### src/rtl/cft_pkg.sv
package cft_pkg;
  localparam int unsigned PARITY_HALF   = 2;
  localparam int unsigned MAX_CHAR_HALF = 16;
  localparam int unsigned MAX_STOP_HALF = 6;
  localparam int unsigned MAX_SHIFT     = 6;
  localparam int unsigned BYTE_W        = 8;
  localparam int unsigned HALF_W        = $clog2(PARITY_HALF + MAX_CHAR_HALF + MAX_STOP_HALF + 1);
  localparam int unsigned MAX_TOTAL     = (PARITY_HALF + MAX_CHAR_HALF + MAX_STOP_HALF) << MAX_SHIFT;
  localparam int unsigned CNT_W         = $clog2(MAX_TOTAL + 1);

  typedef logic [CNT_W-1:0]  cnt_t;
  typedef logic [HALF_W-1:0] half_t;

  typedef struct packed {
    logic       parity_en;
    logic [1:0] len;
    logic [1:0] stop;
    logic [1:0] mult;
  } frame_cfg_t;

  // data bits implied by the leading pattern of a transmit byte
  function automatic logic [2:0] lead_bits(input logic [BYTE_W-1:0] b);
    logic [2:0] n;
    casez (b)
      8'b1111_000?: n = 3'd1;
      8'b1110_000?: n = 3'd2;
      8'b1100_00??: n = 3'd3;
      8'b1000_0???: n = 3'd4;
      default:      n = 3'd5;
    endcase
    return n;
  endfunction
endpackage

### src/rtl/frame_len_calc.sv
module frame_len_calc
  import cft_pkg::*;
#(
  parameter bit IS_TX = 1'b0
) (
  input  logic              clk,
  input  logic              rst,
  input  frame_cfg_t        cfg,
  input  logic [BYTE_W-1:0] data_byte,
  output cnt_t              total_q
);
  half_t char_half;
  half_t half_sum;
  cnt_t  scaled;

  generate
    if (IS_TX) begin : g_tx
      always_comb begin
        unique case (cfg.len)
          2'd0: char_half = half_t'({lead_bits(data_byte), 1'b0});
          2'd1: char_half = half_t'(14);
          2'd2: char_half = half_t'(12);
          default: char_half = half_t'(16);
        endcase
      end
    end else begin : g_rx
      logic unused_byte;
      assign unused_byte = ^data_byte;
      always_comb begin
        unique case (cfg.len)
          2'd0: char_half = half_t'(10);
          2'd1: char_half = half_t'(14);
          2'd2: char_half = half_t'(12);
          default: char_half = half_t'(16);
        endcase
      end
    end
  endgenerate

  always_comb begin
    half_sum = char_half + (cfg.parity_en ? half_t'(PARITY_HALF) : half_t'(0));
    unique case (cfg.stop)
      2'd0: half_sum = half_sum;
      2'd1: half_sum = half_sum + half_t'(4);
      2'd2: half_sum = half_sum + half_t'(5);
      default: half_sum = half_sum + half_t'(6);
    endcase
    unique case (cfg.mult)
      2'd0: scaled = cnt_t'(half_sum);
      2'd1: scaled = cnt_t'(half_sum) << 4;
      2'd2: scaled = cnt_t'(half_sum) << 5;
      default: scaled = cnt_t'(half_sum) << MAX_SHIFT;
    endcase
  end

  always_ff @(posedge clk) begin
    if (rst) total_q <= '0;
    else     total_q <= scaled;
  end


  frame_nonzero_chk: assert property (@(posedge clk) disable iff (rst)
    (cfg.stop != 2'd0) |=> (total_q != '0));
endmodule

### src/rtl/clk_level_detect.sv
module clk_level_detect #(
  parameter int unsigned STAGES = 2
) (
  input  logic clk,
  input  logic rst,
  input  logic raw_clk,
  output logic lvl_change
);
  logic [STAGES-1:0] sync_q;
  logic              prev_q;

  always_ff @(posedge clk) begin
    if (rst) begin
      sync_q <= '0;
      prev_q <= 1'b0;
    end else begin
      sync_q <= {sync_q[STAGES-2:0], raw_clk};
      prev_q <= sync_q[STAGES-1];
    end
  end

  assign lvl_change = sync_q[STAGES-1] ^ prev_q;
endmodule

### src/rtl/half_bit_counter.sv
module half_bit_counter
  import cft_pkg::*;
(
  input  logic clk,
  input  logic rst,
  input  logic start,
  input  logic cancel,
  input  logic lvl_change,
  input  cnt_t total,
  output logic done_q
);
  cnt_t remain_q;

  always_ff @(posedge clk) begin
    if (rst) begin
      remain_q <= '0;
      done_q   <= 1'b0;
    end else begin
      done_q <= 1'b0;
      if (cancel) begin
        remain_q <= '0;
      end else if (remain_q == '0) begin
        if (start) remain_q <= total;
      end else if (lvl_change) begin
        remain_q <= remain_q - cnt_t'(1);
        if (remain_q == cnt_t'(1)) done_q <= 1'b1;
      end
    end
  end


  done_single_chk: assert property (@(posedge clk) disable iff (rst)
    done_q |=> !done_q);

  count_step_chk: assert property (@(posedge clk) disable iff (rst)
    (lvl_change && remain_q != '0 && !cancel) |=> (remain_q == cnt_t'($past(remain_q) - cnt_t'(1))));

  busy_start_chk: assert property (@(posedge clk) disable iff (rst)
    (start && remain_q != '0 && !cancel && !lvl_change) |=> $stable(remain_q));

  cancel_quiet_chk: assert property (@(posedge clk) disable iff (rst)
    cancel |=> (!done_q && remain_q == '0));

  idle_quiet_chk: assert property (@(posedge clk) disable iff (rst)
    (remain_q == '0) |=> !done_q);
endmodule

### src/rtl/frame_channel.sv
module frame_channel
  import cft_pkg::*;
#(
  parameter bit          IS_TX       = 1'b0,
  parameter int unsigned SYNC_STAGES = 2
) (
  input  logic              clk,
  input  logic              rst,
  input  frame_cfg_t        cfg,
  input  logic [BYTE_W-1:0] data_byte,
  input  logic              start,
  input  logic              cancel,
  input  logic              raw_clk,
  output logic              done
);
  cnt_t total;
  logic lvl_change;

  frame_len_calc #(.IS_TX(IS_TX)) calc_i (
    .clk(clk), .rst(rst), .cfg(cfg), .data_byte(data_byte), .total_q(total)
  );

  clk_level_detect #(.STAGES(SYNC_STAGES)) det_i (
    .clk(clk), .rst(rst), .raw_clk(raw_clk), .lvl_change(lvl_change)
  );

  half_bit_counter cnt_i (
    .clk(clk), .rst(rst), .start(start), .cancel(cancel),
    .lvl_change(lvl_change), .total(total), .done_q(done)
  );
endmodule

### src/rtl/char_frame_timer.sv
module char_frame_timer
  import cft_pkg::*;
#(
  parameter int unsigned SYNC_STAGES = 2
) (
  input  logic              clk,
  input  logic              rst,
  input  logic              parity_en,
  input  logic [1:0]        rx_len,
  input  logic [1:0]        tx_len,
  input  logic [1:0]        stop_mode,
  input  logic [1:0]        clk_mult,
  input  logic [BYTE_W-1:0] tx_byte,
  input  logic              tx_start,
  input  logic              tx_cancel,
  input  logic              tx_clk_in,
  output logic              tx_done,
  input  logic              rx_start,
  input  logic              rx_cancel,
  input  logic              rx_clk_in,
  output logic              rx_done
);
  frame_cfg_t tx_cfg, rx_cfg;

  assign tx_cfg = '{parity_en: parity_en, len: tx_len, stop: stop_mode, mult: clk_mult};
  assign rx_cfg = '{parity_en: parity_en, len: rx_len, stop: stop_mode, mult: clk_mult};

  frame_channel #(.IS_TX(1'b1), .SYNC_STAGES(SYNC_STAGES)) tx_ch_i (
    .clk(clk), .rst(rst), .cfg(tx_cfg), .data_byte(tx_byte),
    .start(tx_start), .cancel(tx_cancel), .raw_clk(tx_clk_in), .done(tx_done)
  );

  frame_channel #(.IS_TX(1'b0), .SYNC_STAGES(SYNC_STAGES)) rx_ch_i (
    .clk(clk), .rst(rst), .cfg(rx_cfg), .data_byte(tx_byte),
    .start(rx_start), .cancel(rx_cancel), .raw_clk(rx_clk_in), .done(rx_done)
  );


  reset_idle_chk: assert property (@(posedge clk) $past(rst) |-> (!tx_done && !rx_done));
endmodule

### config.mk
export PLATFORM = sky130hd
export DESIGN_NAME = char_frame_timer
export DESIGN_NICKNAME = d
export VERILOG_FILES = /design/src/rtl/cft_pkg.sv /design/src/rtl/frame_len_calc.sv /design/src/rtl/clk_level_detect.sv /design/src/rtl/half_bit_counter.sv /design/src/rtl/frame_channel.sv /design/src/rtl/char_frame_timer.sv
export SDC_FILE = /design/constraint.sdc
export NUM_CORES = 1
export LEC_CHECK = 0
export BUFFER_PORTS_ARGS = -buffer_cell sky130_fd_sc_hd__buf_2
export CORE_MARGIN = 4
export CORE_UTILIZATION = 30
export CTS_CLUSTER_SIZE = 14
export DETAILED_ROUTE_END_ITERATION = 10
export PLACE_DENSITY = 0.48
export SLEW_MARGIN = 20
export SYNTH_ARGS = -nofsm -noshare
export SYNTH_HDL_FRONTEND = slang
export SYNTH_HIERARCHICAL = 1
export SYNTH_SLANG_ARGS = --single-unit
### constraint.sdc
create_clock -name clk -period 3.4 [get_ports clk]
set_input_delay 0.17 -clock clk [delete_from_list [all_inputs] [get_ports clk]]
set_output_delay 0.17 -clock clk [all_outputs]
set_load 0.01 [all_outputs]
After elaboration in Yosys (flattened, before gate mapping)
Cells that the tools add are included.

Reduce and logical (&&, ||, !) cells: 14. Eq/ne operators: 16. $add $sub $neg: 10. Mux-type cells: 16. Bitwise operators: 4.

Operators with widths (count): 11-bit two-way mux (6); 11-bit one-hot mux with 3 select lines (2); 5-bit one-hot mux with 3 select lines (4); 5-bit by 3-bit adder with 5-bit output, second input constant (6); 11-bit by 1-bit == test with 1-bit output, second input constant (2); 11-bit zero test (2); 11-bit by 1-bit subtractor with 11-bit output, second input constant (2); 7-bit == test, second input constant (2); 3-bit one-hot mux with 4 select lines (1); 2-bit by 1-bit == test with 1-bit output, second input constant (4); 2-bit == test, second input constant (4); 2-bit zero test (4); 4-bit OR reduction (2); 6-bit == test, second input constant (1); 5-bit by 2-bit adder with 5-bit output (1); 5-bit adder (1); 5-bit == test, second input constant (1); 2-bit inequality test, second input constant (2); 2-bit AND reduction (2); 2-bit nonzero test (2); 2-bit OR reduction (2); 1-bit two-way mux (2); 2-bit two-way mux (1); 1-bit inverter (2); 1-bit bitwise XOR (2).

Word-level logic and storage cells: 70. Bits in registers: 52. Output and inout port bits: 2. Bits of input ports: 25.

Logic depth before layout (Yosys ltp)
Gate-level depths: netlist of run 1.

Depth in word-level cells: 7. Mapped depth: 15. Mapped depth without buffers: 15.

Modules after synthesis
The synthesis of run 1 kept the hierarchy.

By module, submodules not included: half_bit_counter (sequential area each 240.2 um^2, area each 814.5 um^2, instances 2, cells each 95); frame_len_calc (rx_ch_i.calc_i) (sequential area each 220.2 um^2, area each 779.5 um^2, instances 1, cells each 79); frame_len_calc (tx_ch_i.calc_i) (sequential area each 220.2 um^2, area each 760.7 um^2, instances 1, cells each 93); clk_level_detect (sequential area each 60.1 um^2, area each 87.6 um^2, instances 2, cells each 7).

Worst setup path before layout of run 1
Ideal clock, no wire load.

Path kind: input port to flip-flop. Start point: input port tx_byte[2]. End point: register tx_ch_i.calc_i.total_q[8]. Buffers on the path: 0. Stages on the path: 15. Required time: 3.297 ns. Arrival time: 2.866 ns. Slack: 0.431 ns. Library setup time: 0.103 ns. Cell sequence: nand2b_4 -> nor3b_1 -> o21ai_0 -> nand3_1 -> o21ai_0 -> ha_1 -> ha_1 -> nor3b_1 -> a211o_1 -> a211o_2 -> ha_1 -> a21boi_0 -> a211oi_1 -> o211a_1 -> a2111oi_2.

Cells in the longest elaborated chain, start to end: 7. Elaborated cells between the ends (all ways): 11. Those cells by class: 4 x add/sub; 3 x eq/ne; 4 x mux.

Ends and longest elaborated chain: from (decl) (RTL line char_frame_timer.sv:13) `input logic [BYTE_W-1:0] tx_byte,`; 7-bit == test or 6-bit == test (tied branches) (RTL line cft_pkg.sv:24) `casez (b)`; 3-bit one-hot mux with 4 select lines * (RTL line cft_pkg.sv:24); 5-bit one-hot mux with 3 select lines * (RTL line frame_len_calc.sv:19) `unique case (cfg.len)`; 5-bit adder * (RTL line frame_len_calc.sv:41) `half_sum = char_half + (cfg.parity_en ? half_t'(PARITY_HALF) : half_t'(0));`; 5-bit by 3-bit adder with 5-bit output, on equally long branches (RTL line frame_len_calc.sv:46, frame_len_calc.sv:44, frame_len_calc.sv:45); 5-bit one-hot mux with 3 select lines * (RTL line frame_len_calc.sv:42) `unique case (cfg.stop)`; 11-bit one-hot mux with 3 select lines * (RTL line frame_len_calc.sv:48) `unique case (cfg.mult)`; to (signal assigned) (RTL line frame_len_calc.sv:58) `else total_q <= scaled;`; to (decl) (RTL line frame_len_calc.sv:10) `output cnt_t total_q`.

Every way passes the cells marked *; elsewhere a longest branch is shown, timed or not. A chain may end at the register's enable or synchronous reset.

Worst setup path after layout of run 1
Ends and elaborated chain as after synthesis.

==> results.md, run 1 <==
- Status: finished clean
- Post-synth EDFFs: 0
- Max VDD drop: 0.196 mV
- Sequential share of the synthesized area: 0.311
- Worst-path fanout max: 4
- Area contributors post-synth: dfxtp_1 31%, ha_1 7.5%, nor2_1 3.7%, inv_1 2.9%, nand2_1 2.8%
- Port bufs: 25
- Clock Path Buffers: 2
- Share of layout cells above drive strength 1: 0.183
- R2R depth: 5
- CTS tree: done
- Vias in the first global route: 2701
- Number of vias per cell: 5.19
- Share of the synthesized area in the top cell type: 0.311
- Slew margin rel.: 0.593
- Hold Path End: tx_ch_i/det_i/sync_q[0]$_SDFF_PP0_
- Final Skew: 0.0104 ns
- Reg-to-reg slack, setup: 1.29 ns
- Pwr Density: 486 nW/µm²
- Most instantiated library cell after synthesis: dfxtp_1
- TritonCTS Sinks: 52
- Min-Delay Path Class: input pin to flip-flop
- Worst EP required: 3.60 ns
- Post-DP HPWL: 5800 µm
- FFs w/ async S/R, synth: 0
- Clock root buffer: clkbuf_8
- Clock transition at path regs: 0.09 ns
- Number of buffers created by CTS: 5
- Die Ht: 114 µm
- Synth warn: 6
- Cells after Synth: 376
- Worst setup SP type: input pin
- Cells resized by post-CTS repair: 0
- Design Area, Final: 3730 µm²
- Layout Cells excl Fill: 539
- Post-CTS Setup Repair Bufs: 0
- Reg-to-reg startpoint: rx_ch_i/det_i/sync_q[1]$_SDFF_PP0_
- Mapped Avg Cell Area: 8.89 µm²
- GPL Wtd Cong: 0.788
- Total Wirelength: 7550 µm
- Via count: 2795
- Slew @ Worst Pin: 0.602 ns
- Hold wc startpoint: tx_clk_in
- First-pass GRT wire length: 12900 µm
- Synth cell types: 73
- Die width: 114 µm
- Synth cell count leaders: 52 x dfxtp_1, 33 x nor2_1, 26 x inv_1
- Count of final setup violators: 0
- FMAX: 0.332 GHz
- Syn nets: 423
- Worst EP arrival: 3.21 ns
- Gr usage total: 0.120
- Core area: 10900 µm²
- Critical path type: input pin to flip-flop
- CTS HTree Levels: 2
- Initial DRC Count: 132
- Area Overhead vs Synth: 11.6%
- Setup_tns: 0 ns
- Largest net degree at the start of global routing: 26
- Max Cap Viol: 0
- Fin nets: 446
- Top FF cell, synth: dfxtp_1
- Hold Buf Count CTS: 0
- CP Capture Type: flip-flop
- FP Rows: 38
- Post-synthesis register bit count: 52
- Drt pass-1 iters: 4
- Final hold viol count: 0
- Placed cell count: 532
- Fin crit period: 3.02 ns
- Final Cycle Share: 0.887
- Leakage: 1.52 nW
- Slew Viols, Final: 0
- Cells on Worst Hold Path: 2
- Clk_lat worst skew: 0.30 ns
- Detailed-route wire length per cell: 14.0 µm
- Initial antenna violation count: 0
- Initial Utilization: 0.307
- # diodes: 0
- Die ar.: 12900 µm²
- Detail Route Antenna Nets: 0
- DRC violation count after routing: 0
- Cell Area, Synth: 3340 µm²
- Ports: 27
- Synth area leader: dfxtp_1
- RSZ-0062 raised after global routing: no
- Grt total ovfl: 0
- Placed cell area: 3600 µm²
- Reg2Reg Capture Point: rx_ch_i/cnt_i/remain_q[5]$_SDFFE_PP0P_
## through the flow
step           utilization  hold WS [ns]  total power (W)  setup slack (ns)
2_1_floorplan            -         0.236          0.00119             0.431
6_report             0.343        0.0880          0.00181             0.384
4_1_cts              0.343        0.0730          0.00184             0.377
3_5_place_dp         0.331         0.398          0.00134            0.0606
5_1_grt              0.343        0.0838          0.00194             0.134
3_3_place_gp         0.331         0.384          0.00133             0.100
## worst max-delay path, stage by stage
cell       delay [ns]
buf_2            0.10
nand2b_4         0.14
nor3b_1          0.17
o21ai_0          0.11
nand3_1          0.08
o21ai_0          0.08
ha_1             0.21
ha_1             0.22
nor3b_1          0.15
a211o_1          0.28
a211o_2          0.32
ha_1             0.27
a21boi_0         0.16
a211oi_1         0.06
buf_4            0.16
o211a_1          0.21
a2111oi_2        0.32
## routing by layer
layer,routed length (µm),up-vias,part of all wire,GRT usage
li1,-,1437,-,-
met1,3700,1306,0.49,0.154
met2,3540,48,0.47,0.207
met3,247,4,0.033,0.0212
met4,69,0,0.0091,0.0313
met5,0,-,0,0
## cells in the final DEF, fill, tap and decap left out, types with 4 or more instances in the layout
cell type,n
a31oi_1,11
a2111oi_2,5
a31o_2,4
nor3b_1,4
nand2b_1,7
clkbuf_8,5
and3_1,5
nor3_1,5
or3_1,6
a311oi_1,4
nand2_1,25
dfxtp_1,52
xnor2_1,5
o21ai_0,12
nor3_2,4
buf_2,25
inv_1,26
nor2_1,33
nand3_1,14
a21oi_1,15
nor2b_1,11
o311ai_0,4
mux2i_1,7
ha_1,20
nand4b_1,4
nand4_1,4
## area by class of cell
class	instances	area (µm²)
inverter	26	97.6
timing repair buffer	28	148
fill	1150	7150
sequential	52	1040
multi-input combinational	286	2140
clock buffer	5	68.8
clock inverter	2	60.1
tap	140	175
## power by group
part / internal [W] / switching [W] / leakage, nW
Combinational: 0.000254 / 0.000376 / 1.04
Sequential: 0.000651 / 0.0000465 / 0.424
Clock: 0.000290 / 0.000198 / 0.0642
## cells by family after synthesis
logic type,after synthesis,synth area share
XOR/XNOR,9,0.0258
multiplexers,7,0.0210
adder cells (fa/ha/maj),22,0.0868
flip-flops,52,0.311
buffers and inverters,38,0.0479
AO/OA/AOI/OAI,90,0.212
AND/OR/NAND/NOR,158,0.296
## flip-flops by register name, summed over array words and instances (netlist names)
| name | flops |
|---|---|
| rx_ch_i/calc_i/total_q | 11 |
| rx_ch_i/cnt_i/remain_q | 11 |
| tx_ch_i/calc_i/total_q | 11 |
| tx_ch_i/cnt_i/remain_q | 11 |
| rx_ch_i/det_i/sync_q | 2 |
| tx_ch_i/det_i/sync_q | 2 |
| rx_ch_i/cnt_i/done_q | 1 |
| rx_ch_i/det_i/prev_q | 1 |
| tx_ch_i/cnt_i/done_q | 1 |
| tx_ch_i/det_i/prev_q | 1 |
## worst max path at each step
stage	start	to	slack [ns]	cells past startpoint
floorplan	tx_byte[2]	tx_ch_i/calc_i/total_q[8]$_SDFF_PP0_	0.43	15
global placement	tx_byte[2]	tx_ch_i/calc_i/total_q[8]$_SDFF_PP0_	0.10	17
detailed placement	tx_byte[3]	tx_ch_i/calc_i/total_q[8]$_SDFF_PP0_	0.06	17
CTS	tx_byte[2]	tx_ch_i/calc_i/total_q[8]$_SDFF_PP0_	0.38	17
global route	tx_byte[3]	tx_ch_i/calc_i/total_q[8]$_SDFF_PP0_	0.13	17
finish	tx_byte[2]	tx_ch_i/calc_i/total_q[8]$_SDFF_PP0_	0.38	17
(Power assumes the default switching activity.)
==> inputs of run 2 (changes only) <==
==> constraint.sdc (replaced) <==
create_clock -name clk -period 3.8 [get_ports clk]
set_input_delay 0.19 -clock clk [delete_from_list [all_inputs] [get_ports clk]]
set_output_delay 0.19 -clock clk [all_outputs]
set_load 0.01 [all_outputs]
==> results.md, run 2 (synthesized netlist as in run 1, its figures left out) <==
- Status: finished clean
- Post-DP HPWL: 5770 µm (-0.52%)
- Hold Path End: rx_ch_i/det_i/sync_q[0]$_SDFF_PP0_
- Die ar.: 12900 µm² (unchanged)
- Core area: 10900 µm² (unchanged)
- Final Skew: 0.00696 ns (-0.00340 ns)
- CTS HTree Levels: 2 (unchanged)
- Clock root buffer: clkbuf_8
- Place WS: 0.403 ns (+0.342 ns)
- Worst EP arrival: 3.24 ns (+0.03 ns)
- Switching power: 0.000568 W (-8.4%)
- Ports: 27 (unchanged)
- Pwr Density: 411 nW/µm² (-16%)
- Largest net degree at the start of global routing: 26 (unchanged)
- Final hold viol count: 0 (unchanged)
- Number of vias per cell: 5.25 (+1.2%)
- Design Area, Final: 3670 µm² (-1.6%)
- Reg-to-reg startpoint: tx_ch_i/det_i/sync_q[1]$_SDFF_PP0_
- Sw frac: 0.377 (+0.0348)
- FP Rows: 38 (unchanged)
- Gr usage total: 0.120 (about the same)
- Hold Buf Count CTS: 0 (unchanged)
- Int Pwr: 0.000940 W (-21%)
- Detailed-route wire length per cell: 14.0 µm (-0.12%)
- First-pass GRT wire length: 12700 µm (-1.7%)
- CP Capture Type: flip-flop
- Initial Utilization: 0.307 (unchanged)
- Share of layout cells above drive strength 1: 0.176 (-0.00663)
- Grt total ovfl: 0 (unchanged)
- Fill cells: 1112 (-3.3%)
- Max VDD drop: 0.158 mV (-19%)
- Clock Path Buffers: 2 (unchanged)
- Worst EP required: 4.00 ns (+0.40 ns)
- Via count: 2819 (+0.86%)
- Number of buffers created by CTS: 5 (unchanged)
- Leakage: 1.49 nW (-2.2%)
- Worst-path fanout max: 5 (+1)
- Max Cap Viol: 0 (unchanged)
- Slew Viols, Final: 0 (unchanged)
- Min-Delay Path Class: input pin to flip-flop
- Fin Hold WS: 0.0934 ns (+0.00540 ns)
- Most frequent cells in the layout: 52 x dfxtp_1, 33 x nor2_1, 26 x inv_1
- Initial antenna violation count: 0 (unchanged)
- Clk_lat worst skew: 0.32 ns (+0.02 ns)
- Port bufs: 25 (unchanged)
- Die width: 114 µm (unchanged)
- Comb pwr share: 0.367 (+0.020)
- Hold wc startpoint: rx_clk_in
- Reg2Reg Capture Point: tx_ch_i/cnt_i/remain_q[5]$_SDFFE_PP0P_
- Critical path type: input pin to flip-flop
- RSZ-0062 raised after global routing: no
- Total Wirelength: 7510 µm (-0.49%)
- Slew margin rel.: 0.607 (+0.0145)
- Post-CTS Setup Repair Bufs: 0 (unchanged)
- Detail Route Antenna Nets: 0 (unchanged)
- Area Overhead vs Synth: 9.80%
- Fin nets: 443 (-0.67%)
- Clock transition at path regs: 0.10 ns (about the same)
- Drt pass-1 iters: 4 (unchanged)
- Final setup margin: 0.759 ns (+0.375 ns)
- Fin crit period: 3.04 ns
- Sequential Power Share: 0.414 (+0.030)
- Initial DRC Count: 108 (-18%)
- Cells on Worst Hold Path: 2 (unchanged)
- Final Cycle Share: 0.800
- GPL Wtd Cong: 0.791 (+0.44%)
- Vias in the first global route: 2625 (-2.8%)
- Setup_tns: 0 ns (unchanged)
- # diodes: 0 (unchanged)
- Count of final setup violators: 0 (unchanged)
- Die Ht: 114 µm (unchanged)
- Commonest non-fill, non-tap cell in the layout: dfxtp_1
- Reg-to-reg slack, setup: 1.68 ns (+0.39 ns)
- Placed cell area: 3580 µm² (-0.62%)
- Clock Power Share: 0.219 (-0.050)
- DRC violation count after routing: 0 (unchanged)
- R2R depth: 5 (unchanged)
- Slew @ Worst Pin: 0.581 ns (-0.0215 ns)
- FMAX: 0.329 GHz
- CTS tree: done
- Worst setup SP type: input pin
- Cells resized by post-CTS repair: 0 (unchanged)
- TritonCTS Sinks: 52 (unchanged)
[run 2: changes by cell type in the layout (fill, tap and decap cells not counted), sizes merged]
| cell | delta |
|---|---|
| buf | -3 |
| bufinv | -2 |
| clkbuf | +1 |
| inv | +2 |
[run 2: how the worst max path moves through the flow]
stage | from | endpoint | slack (ns) | depth (start not counted)
CTS | tx_byte[2] | tx_ch_i/calc_i/total_q[8]$_SDFF_PP0_ | 0.75 | 16
detailed placement | tx_byte[2] | tx_ch_i/calc_i/total_q[8]$_SDFF_PP0_ | 0.40 | 16
floorplan | tx_byte[2] | tx_ch_i/calc_i/total_q[8]$_SDFF_PP0_ | 0.81 | 15
finish | tx_byte[2] | tx_ch_i/calc_i/total_q[8]$_SDFF_PP0_ | 0.76 | 16
global route | tx_byte[3] | tx_ch_i/calc_i/total_q[8]$_SDFF_PP0_ | 0.60 | 16
global placement | tx_byte[2] | tx_ch_i/calc_i/total_q[8]$_SDFF_PP0_ | 0.44 | 16
[run 2: per-layer routing]
layer | part of all wire | GRT usage | wire length, µm
met5 | 0 | 0 | 0
met4 | 0.021 | 0.0433 | 157
met3 | 0.049 | 0.0281 | 371
met2 | 0.46 | 0.195 | 3490
met1 | 0.47 | 0.155 | 3500
[run 2: area by class of cell]
type | count | area [µm²] | area share
flip-flops and latches | 52 | 1040 | 0.283
clock inverters | 2 | 17.5 | 0.00477
repair buffers | 25 | 125 | 0.0341
inverters | 26 | 97.6 | 0.0266
multi-input cells | 286 | 2140 | 0.584
well taps | 140 | 175 | 0.0477
clock buffers | 6 | 72.6 | 0.0198
[run 2: stage by stage]
step | util | total power [W] | std cells
after floorplan | - | 0.00107 | 376
after global placement | 0.329 | 0.00119 | 529
after detailed placement | 0.329 | 0.00119 | 529
after CTS | 0.337 | 0.00152 | 537
after global routing | 0.337 | 0.00162 | 537
final | 0.337 | 0.00151 | 537
[run 2: worst max-delay path, stage by stage]
cell,delay [ns]
buf_2,0.09
nand2b_4,0.14
nor3b_1,0.16
o21ai_0,0.10
nand3_1,0.09
o21ai_0,0.08
ha_1,0.20
ha_1,0.23
nor3b_1,0.15
a211o_1,0.29
a211o_2,0.35
ha_1,0.30
a21boi_0,0.13
a211oi_1,0.46
o211a_1,0.22
a2111oi_2,0.05
[run 2: power groups by stage]
stage	logic, W	clock network (W)	registers (W)
after floorplan	0.000440	0	0.000626
after detailed placement	0.000552	0	0.000638
after global routing	0.000618	0.000368	0.000631
after CTS	0.000555	0.000345	0.000625
after global placement	0.000553	0	0.000637
final	0.000554	0.000330	0.000624
